### src/rtl/nvop_pkg.sv
package nvop_pkg;

    typedef enum logic [1:0] {
        OP_NONE  = 2'd0,
        OP_DATA  = 2'd1,
        OP_PROT  = 2'd2,
        OP_ERASE = 2'd3
    } op_e;

    typedef struct packed {
        logic erase;
        logic prot;
        logic data;
    } req_t;

    typedef struct packed {
        logic prog_fail;
        logic erase_fail;
        logic erase_rej;
    } flags_t;

    localparam flags_t FLAGS_CLEAR = '{prog_fail: 1'b0, erase_fail: 1'b0, erase_rej: 1'b0};

    function automatic op_e pick_op(input req_t r);
        if (r.erase)     return OP_ERASE;
        else if (r.prot) return OP_PROT;
        else if (r.data) return OP_DATA;
        else             return OP_NONE;
    endfunction

    function automatic logic is_program_kind(input op_e k);
        return (k == OP_DATA) || (k == OP_PROT);
    endfunction

endpackage

### src/rtl/nvop_arbiter.sv
module nvop_arbiter
    import nvop_pkg::*;
(
    input  req_t req_i,
    input  logic working_i,
    input  logic soft_rst_i,
    output logic accept_o,
    output op_e  acc_op_o,
    output logic erase_rej_evt_o
);

    op_e chosen;

    always_comb begin
        chosen          = pick_op(req_i);
        accept_o        = !working_i && !soft_rst_i && (chosen != OP_NONE);
        acc_op_o        = accept_o ? chosen : OP_NONE;
        erase_rej_evt_o = working_i && !soft_rst_i && req_i.erase;
    end

endmodule

### src/rtl/nvop_state.sv
module nvop_state
    import nvop_pkg::*;
(
    input  logic   clk,
    input  logic   rst,
    input  logic   soft_rst_i,
    input  req_t   req_i,
    input  logic   accept_i,
    input  op_e    acc_op_i,
    input  logic   erase_rej_evt_i,
    input  logic   done_i,
    input  logic   err_i,
    output logic   working_o,
    output op_e    op_o,
    output flags_t flags_o,
    output logic   start_o,
    output logic   complete_o
);

    logic   working_q;
    op_e    op_q;
    flags_t flags_q;
    logic   start_q;

    always_comb begin
        complete_o = working_q && done_i && !soft_rst_i;
    end

    always_ff @(posedge clk) begin
        if (rst) begin
            working_q <= 1'b0;
            op_q      <= OP_NONE;
            flags_q   <= FLAGS_CLEAR;
            start_q   <= 1'b0;
        end else if (soft_rst_i) begin
            working_q <= 1'b0;
            op_q      <= OP_NONE;
            flags_q   <= FLAGS_CLEAR;
            start_q   <= 1'b0;
        end else begin
            start_q <= 1'b0;
            if (accept_i) begin
                working_q <= 1'b1;
                op_q      <= acc_op_i;
                flags_q   <= FLAGS_CLEAR;
                start_q   <= 1'b1;
            end else if (complete_o) begin
                working_q <= 1'b0;
                op_q      <= OP_NONE;
                if (err_i) begin
                    if (is_program_kind(op_q)) flags_q.prog_fail  <= 1'b1;
                    else                       flags_q.erase_fail <= 1'b1;
                end
            end
            if (erase_rej_evt_i) flags_q.erase_rej <= 1'b1;
        end
    end

    assign working_o = working_q;
    assign op_o      = op_q;
    assign flags_o   = flags_q;
    assign start_o   = start_q;

    a_r2_accept_starts: assert property (@(posedge clk) disable iff (rst)
        accept_i |=> (working_q && start_q && op_q != OP_NONE));

    a_r4_busy_holds: assert property (@(posedge clk) disable iff (rst)
        (working_q && !done_i && !soft_rst_i) |=> (working_q && !start_q && op_q == $past(op_q)));

    a_r5_erase_rejected: assert property (@(posedge clk) disable iff (rst)
        (working_q && req_i.erase && !soft_rst_i) |=> flags_q.erase_rej);

    a_r6_done_clears_working: assert property (@(posedge clk) disable iff (rst)
        (working_q && done_i && !soft_rst_i) |=> !working_q);

    a_r8_soft_reset_clears: assert property (@(posedge clk) disable iff (rst)
        soft_rst_i |=> (!working_q && op_q == OP_NONE && flags_q == FLAGS_CLEAR && !start_q));

    a_r2_start_single: assert property (@(posedge clk) disable iff (rst)
        start_q |=> !start_q);

endmodule

### src/rtl/nvop_irq.sv
module nvop_irq #(
    parameter int STAT_W  = 8,
    parameter int IRQ_BIT = 2
) (
    input  logic              clk,
    input  logic              rst,
    input  logic              set_i,
    input  logic              mask_wr_i,
    input  logic [STAT_W-1:0] mask_data_i,
    input  logic              clr_wr_i,
    input  logic [STAT_W-1:0] clr_data_i,
    output logic [STAT_W-1:0] raw_word_o,
    output logic [STAT_W-1:0] mis_word_o,
    output logic              irq_o
);

    logic raw_q;
    logic mask_q;
    logic clr_hit;
    logic masked;

    assign clr_hit = clr_wr_i && clr_data_i[IRQ_BIT];
    assign masked  = raw_q && mask_q;

    always_ff @(posedge clk) begin
        if (rst) begin
            raw_q  <= 1'b0;
            mask_q <= 1'b0;
        end else begin
            if (set_i)        raw_q <= 1'b1;
            else if (clr_hit) raw_q <= 1'b0;
            if (mask_wr_i)    mask_q <= mask_data_i[IRQ_BIT];
        end
    end

    for (genvar g = 0; g < STAT_W; g++) begin : g_word
        if (g == IRQ_BIT) begin : g_live
            assign raw_word_o[g] = raw_q;
            assign mis_word_o[g] = masked;
        end else begin : g_zero
            assign raw_word_o[g] = 1'b0;
            assign mis_word_o[g] = 1'b0;
        end
    end

    assign irq_o = masked;

    a_r6_set_on_complete: assert property (@(posedge clk) disable iff (rst)
        set_i |=> raw_q);

    a_r10_clear_hit: assert property (@(posedge clk) disable iff (rst)
        (clr_hit && !set_i) |=> !raw_q);

    a_r8_no_spurious_set: assert property (@(posedge clk) disable iff (rst)
        (!raw_q && !set_i) |=> !raw_q);

    a_r9_mask_load: assert property (@(posedge clk) disable iff (rst)
        mask_wr_i |=> (mask_q == $past(mask_data_i[IRQ_BIT])));

endmodule

### src/rtl/nvop_done_ctrl.sv
module nvop_done_ctrl
    import nvop_pkg::*;
#(
    parameter int STAT_W  = 8,
    parameter int IRQ_BIT = 2
) (
    input  logic              clk,
    input  logic              rst,
    input  logic              soft_rst_i,
    input  logic              wr_req_i,
    input  logic              prot_req_i,
    input  logic              erase_req_i,
    input  logic              eng_done_i,
    input  logic              eng_err_i,
    input  logic              mask_wr_i,
    input  logic [STAT_W-1:0] mask_data_i,
    input  logic              clr_wr_i,
    input  logic [STAT_W-1:0] clr_data_i,
    output logic              eng_start_o,
    output logic [1:0]        eng_op_o,
    output logic              working_o,
    output logic              prog_fail_o,
    output logic              erase_fail_o,
    output logic              erase_rej_o,
    output logic [STAT_W-1:0] irq_raw_o,
    output logic [STAT_W-1:0] irq_mis_o,
    output logic              irq_o
);

    req_t   req;
    logic   accept;
    op_e    acc_op;
    logic   rej_evt;
    logic   working;
    op_e    op_cur;
    flags_t flags;
    logic   complete;

    assign req = '{erase: erase_req_i, prot: prot_req_i, data: wr_req_i};

    nvop_arbiter u_arb (
        .req_i          (req),
        .working_i      (working),
        .soft_rst_i     (soft_rst_i),
        .accept_o       (accept),
        .acc_op_o       (acc_op),
        .erase_rej_evt_o(rej_evt)
    );

    nvop_state u_state (
        .clk            (clk),
        .rst            (rst),
        .soft_rst_i     (soft_rst_i),
        .req_i          (req),
        .accept_i       (accept),
        .acc_op_i       (acc_op),
        .erase_rej_evt_i(rej_evt),
        .done_i         (eng_done_i),
        .err_i          (eng_err_i),
        .working_o      (working),
        .op_o           (op_cur),
        .flags_o        (flags),
        .start_o        (eng_start_o),
        .complete_o     (complete)
    );

    nvop_irq #(
        .STAT_W (STAT_W),
        .IRQ_BIT(IRQ_BIT)
    ) u_irq (
        .clk        (clk),
        .rst        (rst),
        .set_i      (complete),
        .mask_wr_i  (mask_wr_i),
        .mask_data_i(mask_data_i),
        .clr_wr_i   (clr_wr_i),
        .clr_data_i (clr_data_i),
        .raw_word_o (irq_raw_o),
        .mis_word_o (irq_mis_o),
        .irq_o      (irq_o)
    );

    assign eng_op_o     = op_cur;
    assign working_o    = working;
    assign prog_fail_o  = flags.prog_fail;
    assign erase_fail_o = flags.erase_fail;
    assign erase_rej_o  = flags.erase_rej;

    a_r1_idle_no_op: assert property (@(posedge clk) disable iff (rst)
        !working |-> (op_cur == OP_NONE));

    a_r6_completion_raises_status: assert property (@(posedge clk) disable iff (rst)
        (working && eng_done_i && !soft_rst_i) |=> irq_raw_o[IRQ_BIT]);

endmodule

### config.mk
export PLATFORM = sky130hd
export DESIGN_NAME = nvop_done_ctrl
export DESIGN_NICKNAME = d
export VERILOG_FILES = /design/src/rtl/nvop_pkg.sv /design/src/rtl/nvop_arbiter.sv /design/src/rtl/nvop_state.sv /design/src/rtl/nvop_irq.sv /design/src/rtl/nvop_done_ctrl.sv
export SDC_FILE = /design/constraint.sdc
export NUM_CORES = 1
export LEC_CHECK = 0
export BUFFER_PORTS_ARGS = -buffer_cell sky130_fd_sc_hd__buf_4
export CORE_UTILIZATION = 34
export CTS_BUF_LIST = sky130_fd_sc_hd__clkbuf_16
export CTS_CLUSTER_DIAMETER = 60
export CTS_CLUSTER_SIZE = 10
export DETAILED_ROUTE_END_ITERATION = 8
export PLACE_DENSITY = 0.72
export RECOVER_POWER = 25
export SYNTH_ARGS = -nofsm -noshare
export SYNTH_HDL_FRONTEND = slang
export SYNTH_HIERARCHICAL = 1
export SYNTH_SLANG_ARGS = --single-unit
### constraint.sdc
create_clock -name clk -period 1.18 [get_ports clk]
set_input_delay 0.059 -clock clk [delete_from_list [all_inputs] [get_ports clk]]
set_output_delay 0.059 -clock clk [all_outputs]
set_load 0.01 [all_outputs]
==> flow_summary_export.csv, run 1 <==
group,metric,value,unit
grt,grt_start_max_net_pins,8,
synthesis,syn_avg_cell_area,8.45,µm²
synthesis,ys_types,23,
outcome,outcome,"finished clean",
clocking,root_buffer,"clkbuf_16",
finish,fin_nets,110,
drt,post-route-drc-count,0,
pwr,p_leak,0.328,nW
synthesis,synth.largest_area_cell,"dfxtp_1",
synthesis,synth_area_leaders,"dfxtp_1 35%, buf_4 23%, a21oi_1 5.8%",
placed_design,place.gp.congestion,0.724,
synthesis,ys_warn_count,6,
grt,gr-usage-all-layers,0.152,
clocking,cts_sinks,9,
placed_design,hpwl,741,µm
critical_path,worstPathRequired,1.29,ns
drt,routed_wl,989,µm
clocking,clock_latency,0.23,ns
clocking,cts_buffer_depth,2,
critical_path,critPathCaptureType,"flop",
floorplanning,core-area,1350,µm²
grt,grt-ovfl-total,0,
floorplanning,fp-row-count,13,
drt,wl_per_cell,10.1,µm
clocking,cts_tree,"built",
clocking,cts_inserted_buffers,3,
floorplanning,ioPinCount,50,
synthesis,ys_async_sr_fraction,0,
synthesis,synth_edf_count,0,
critical_path,worstPathMaxFanout,6,
synthesis,synth-seq-cells,9,
timing,fmax,0.929,GHz
drt,vias,427,
hold_path,holdCritPathClass,"in2reg",
synthesis,yosys_most_used_dff,"dfxtp_1",
drt,antenna_left,0,
drt,firstDrtPassIters,4,
clocking,cts.clk_slew.worst_paths,0.04,ns
timing,period_needed,1.08,ns
timing,maxSlewViolCount,0,
timing,finalClockSkew,0.000671,ns
critical_path,crit_type,"reg2reg",
timing,rsz0062_at_grt,"false",
pwr,vdd_ir_drop_max,0.000700,V
finish,area_delta_synth_final,34.0,%
critical_path,cp-start-kind,"flop",
placed_design,port_buffers,21,
clocking,cts_hold_buffers,0,
clocking,h-tree-depth,1,
pwr,total_power,1.01,mW
floorplanning,initial_utilization,0.382,
floorplanning,dieArea,1680,µm²
synthesis,synth.cell_area,515,µm²
grt,antenna_found_initial,0,
floorplanning,die_h,40.9,µm
timing,finalCritPeriodShare,0.912,
grt,grt_pass1_wl,1.52,mm
critical_path,cp.arrival,1.18,ns
pwr,power_density,1460,nW/µm²
floorplanning,die_x,40.9,µm
timing,hold_viol_final,0,
finish,drive_above_1_share,0.313,
timing,finalSetupTns,0,ns
synthesis,ys_seq_area_frac,0.350,
grt,grt_pass1_vias,378,
drt,post_drt_via_cell_ratio,4.36,
synthesis,synthCells,61,
clocking,postCtsSetupBuffers,0,
clocking,cts_resized,0,
job,drv_cap,0,
finish,n_antenna_cell,0,
synthesis,netlist.area_leader.share,0.350,
drt,drtIter0Drc,2,
timing,setup_viol,0,
-- cell type report --
cell class,count,area [µm²]
fill,136,659
multi-input combinational,46,251
sequential,9,180
timing repair buffer,22,154
clock buffer,3,75.1
tap,15,18.8
inverter,2,7.51
clock inverter,1,3.75
-- through the flow --
stage          hold WS, ns  std cells   util  cell area, µm²  setup WS [ns]
2_1_floorplan        0.131         74      -             564         0.0796
3_3_place_gp         0.243         94  0.462             623         0.0933
3_5_place_dp         0.246         94  0.462             623         0.0867
4_1_cts            0.00246         98  0.520             702         0.0699
5_1_grt            0.00303         98  0.512             691        0.00131
6_report           0.00762         98  0.512             691          0.104
-- critical path, cell delays in order (launching register included) --
cell     delay [ns]
dfxtp_1        0.35
nor2_2         0.13
o31a_1         0.16
inv_1          0.10
a21oi_1        0.15
nor2_1         0.05
-- flip-flops by register name, indices dropped and copies added (netlist names) --
name	count
u_irq/mask_q	1
u_state/flags_o	3
u_state/working_o	1
u_irq/raw_q	1
u_state/op_o	2
u_state/start_o	1
-- kinds of logic (layout without fill, tap and decap cells) --
group           after synthesis  count (layout)  synth area share
mux                           1               1            0.0194
other cells                   1              14           0.00727
xor+xnor                      2               2            0.0340
compound gates               10              10             0.133
buf+inv                      19              28             0.257
flops                         9               9             0.350
simple gates                 19              19             0.199
-- metal layers --
metal  track usage  wire, µm  vias to the layer above
li1              -         -                      217
met5             0         0                        -
met2         0.215       499                       17
met3        0.0326        46                        5
met4         0.183        48                        0
met1         0.170       394                      188
-- cells in the mapped netlist, types with 2 or more instances --
library cell / number
a21oi_1: 6
buf_4: 16
dfxtp_1: 9
inv_1: 2
nand2_1: 3
nand3_1: 2
nor2_1: 5
nor3_1: 2
o21a_1: 2
-- path summary, 6_finish.rpt --
| check | slack [ns] | from | cells past startpoint | to |
|---|---|---|---|---|
| setup / recovery | 0.10 | u_state/working_o | 5 | u_state/flags_o[0] |
| setup reg to reg | 0.10 | u_state/working_o | 5 | u_state/flags_o[0] |
| hold reg to reg | 0.48 | u_state/flags_o[0] | 2 | u_state/flags_o[0] |
| hold / removal | 0.008 | rst | 2 | u_irq/mask_q |
-- cell usage in the layout, fill, tap and decap left out, types with 2 or more instances in the layout --
cell type | Yosys | final
clkbuf_1 | 0 | 3
inv_1 | 2 | 3
buf_4 | 16 | 19
dfxtp_1 | 9 | 9
conb_1 | 1 | 14
nand2_1 | 3 | 3
o21a_1 | 2 | 2
clkbuf_16 | 0 | 3
nor3_1 | 2 | 2
nand3_1 | 2 | 2
a21oi_1 | 6 | 6
nor2_1 | 5 | 5
-- power by group --
group | switching [mW] | internal (mW)
clock network | 0.143 | 0.442
registers | 0.00612 | 0.313
logic | 0.0581 | 0.0486
Power figures use the tool's default switching activity.
==> run 2: changes to the inputs <==
--- a/config.mk
+++ b/config.mk
@@ -6,7 +6,9 @@
 export NUM_CORES = 1
 export LEC_CHECK = 0
 export BUFFER_PORTS_ARGS = -buffer_cell sky130_fd_sc_hd__buf_4
-export CORE_UTILIZATION = 34
+export CELL_PAD_IN_SITES_DETAIL_PLACEMENT = 1
+export CELL_PAD_IN_SITES_GLOBAL_PLACEMENT = 1
+export CORE_UTILIZATION = 22
 export CTS_BUF_LIST = sky130_fd_sc_hd__clkbuf_16
 export CTS_CLUSTER_DIAMETER = 60
 export CTS_CLUSTER_SIZE = 10
==> flow_summary_export.csv, run 2 (synthesis results as in run 1) <==
group,metric,value,unit
outcome,outcome,"finished clean",
clocking,clock_latency,0.23,ns
floorplanning,ioPinCount,50,
drt,routed_wl,1.11,mm
drt,wl_per_cell,9.86,µm
clocking,cts_hold_buffers,0,
critical_path,worstPathMaxFanout,5,
clocking,cts_tree,"built",
critical_path,worstPathRequired,1.28,ns
finish,mostFrequentLayoutCells,"21 x buf_4, 14 x conb_1, 9 x dfxtp_1",
critical_path,crit_type,"reg2reg",
drt,post_drt_via_cell_ratio,3.96,
timing,rsz0062_at_grt,"false",
clocking,cts_resized,0,
finish,area_delta_synth_final,40.0,%
timing,setup_viol,0,
floorplanning,core-area,2210,µm²
critical_path,ff2ff_setup_slack,0.12,ns
timing,fmax,0.944,GHz
timing,hold_viol_final,0,
timing,period_needed,1.06,ns
grt,antenna_found_initial,0,
floorplanning,dieArea,2540,µm²
drt,firstDrtPassIters,2,
clocking,cts.clk_slew.worst_paths,0.04,ns
floorplanning,die_h,50.4,µm
pwr,power_density,1400,nW/µm²
clocking,root_buffer,"clkbuf_16",
timing,finalCritPeriodShare,0.898,
clocking,cts_inserted_buffers,3,
clocking,cts_buffer_depth,2,
finish,largest_register_ff_count,3,
placed_design,place.gp.congestion,0.636,
critical_path,critPathCaptureType,"flop",
floorplanning,initial_utilization,0.233,
grt,gr-usage-all-layers,0.0977,
critical_path,cp.arrival,1.16,ns
finish,n_antenna_cell,0,
pwr,vdd_ir_drop_max,0.000667,V
grt,grt_start_max_net_pins,8,
drt,post-route-drc-count,0,
grt,grt-ovfl-total,0,
finish,layout_commonest_cell,"buf_4",
timing,setup_ws,0.120,ns
pwr,p_leak,0.338,nW
finish,drive_above_1_share,0.329,
drt,antenna_left,0,
placed_design,port_buffers,21,
placed_design,post-place-ws,0.0864,ns
timing,maxSlewViolCount,0,
hold_path,holdCritPathClass,"in2reg",
timing,finalClockSkew,0.00200,ns
grt,grt_pass1_wl,1.83,mm
placed_design,hpwl,881,µm
finish,fin_nets,112,
job,drv_cap,0,
drt,vias,447,
floorplanning,die_x,50.4,µm
clocking,cts_sinks,9,
critical_path,cp-start-kind,"flop",
timing,finalSetupTns,0,ns
floorplanning,fp-row-count,17,
clocking,h-tree-depth,1,
grt,grt_pass1_vias,409,
drt,drtIter0Drc,7,
run 2: timing repair:
action                                  4_1_cts  5_1_grt
buffers inserted                              0        1
hold endpoints to repair                      0        0
endpoints found under the setup margin        0        1
run 2: path summary, 6_finish.rpt:
path	startpoint	end	depth (start not counted)
setup reg to reg	u_state/working_o	u_state/flags_o[0]	5
hold / removal	rst	u_irq/mask_q	2
hold reg to reg	u_state/flags_o[0]	u_state/flags_o[0]	2
setup / recovery	u_state/working_o	u_state/flags_o[0]	5
run 2: area by class of cell:
class | instances | area (µm²)
Clock inverter | 1 | 3.75
Inverter | 2 | 7.51
Timing Repair Buffer | 24 | 169
Clock buffer | 3 | 75.1
Tap cell | 28 | 35.0
Sequential cell | 9 | 180
Multi-Input combinational cell | 46 | 251
Fill cell | 277 | 1490
run 2: through the flow:
stage / hold WS [ns] / instance area [µm²] / power, mW / cells / util
floorplan: 0.131 / 564 / 0.414 / 74 / -
global placement: 0.245 / 647 / 0.432 / 108 / 0.292
detailed placement: 0.248 / 647 / 0.436 / 108 / 0.292
CTS: 0.00945 / 726 / 1.01 / 112 / 0.328
global route: 0.0208 / 722 / 1.05 / 113 / 0.326
finish: 0.00993 / 722 / 1.01 / 113 / 0.326
run 2: critical path, stage by stage, from the launching register on:
cell     delay, ns
dfxtp_1       0.33
nor2_2        0.11
o31a_1        0.17
inv_1         0.11
a21oi_1       0.16
nor2_1        0.05
run 2: layer usage:
| metal | wire length (µm) | GRT usage | up-vias | part of all wire |
|---|---|---|---|---|
| met2 | 560 | 0.160 | 17 | 0.50 |
| met4 | 19 | 0.0694 | 0 | 0.017 |
| met5 | 0 | 0 | - | 0 |
| met3 | 70 | 0.0152 | 2 | 0.063 |
| li1 | - | - | 221 | - |
| met1 | 463 | 0.115 | 207 | 0.42 |
run 2: report_power, final:
part | switching, mW | internal, mW | total, mW
Combinational | 0.0625 | 0.0532 | 0.116
Clock | 0.134 | 0.442 | 0.576
Sequential | 0.00565 | 0.313 | 0.319
Total | 0.202 | 0.808 | 1.01
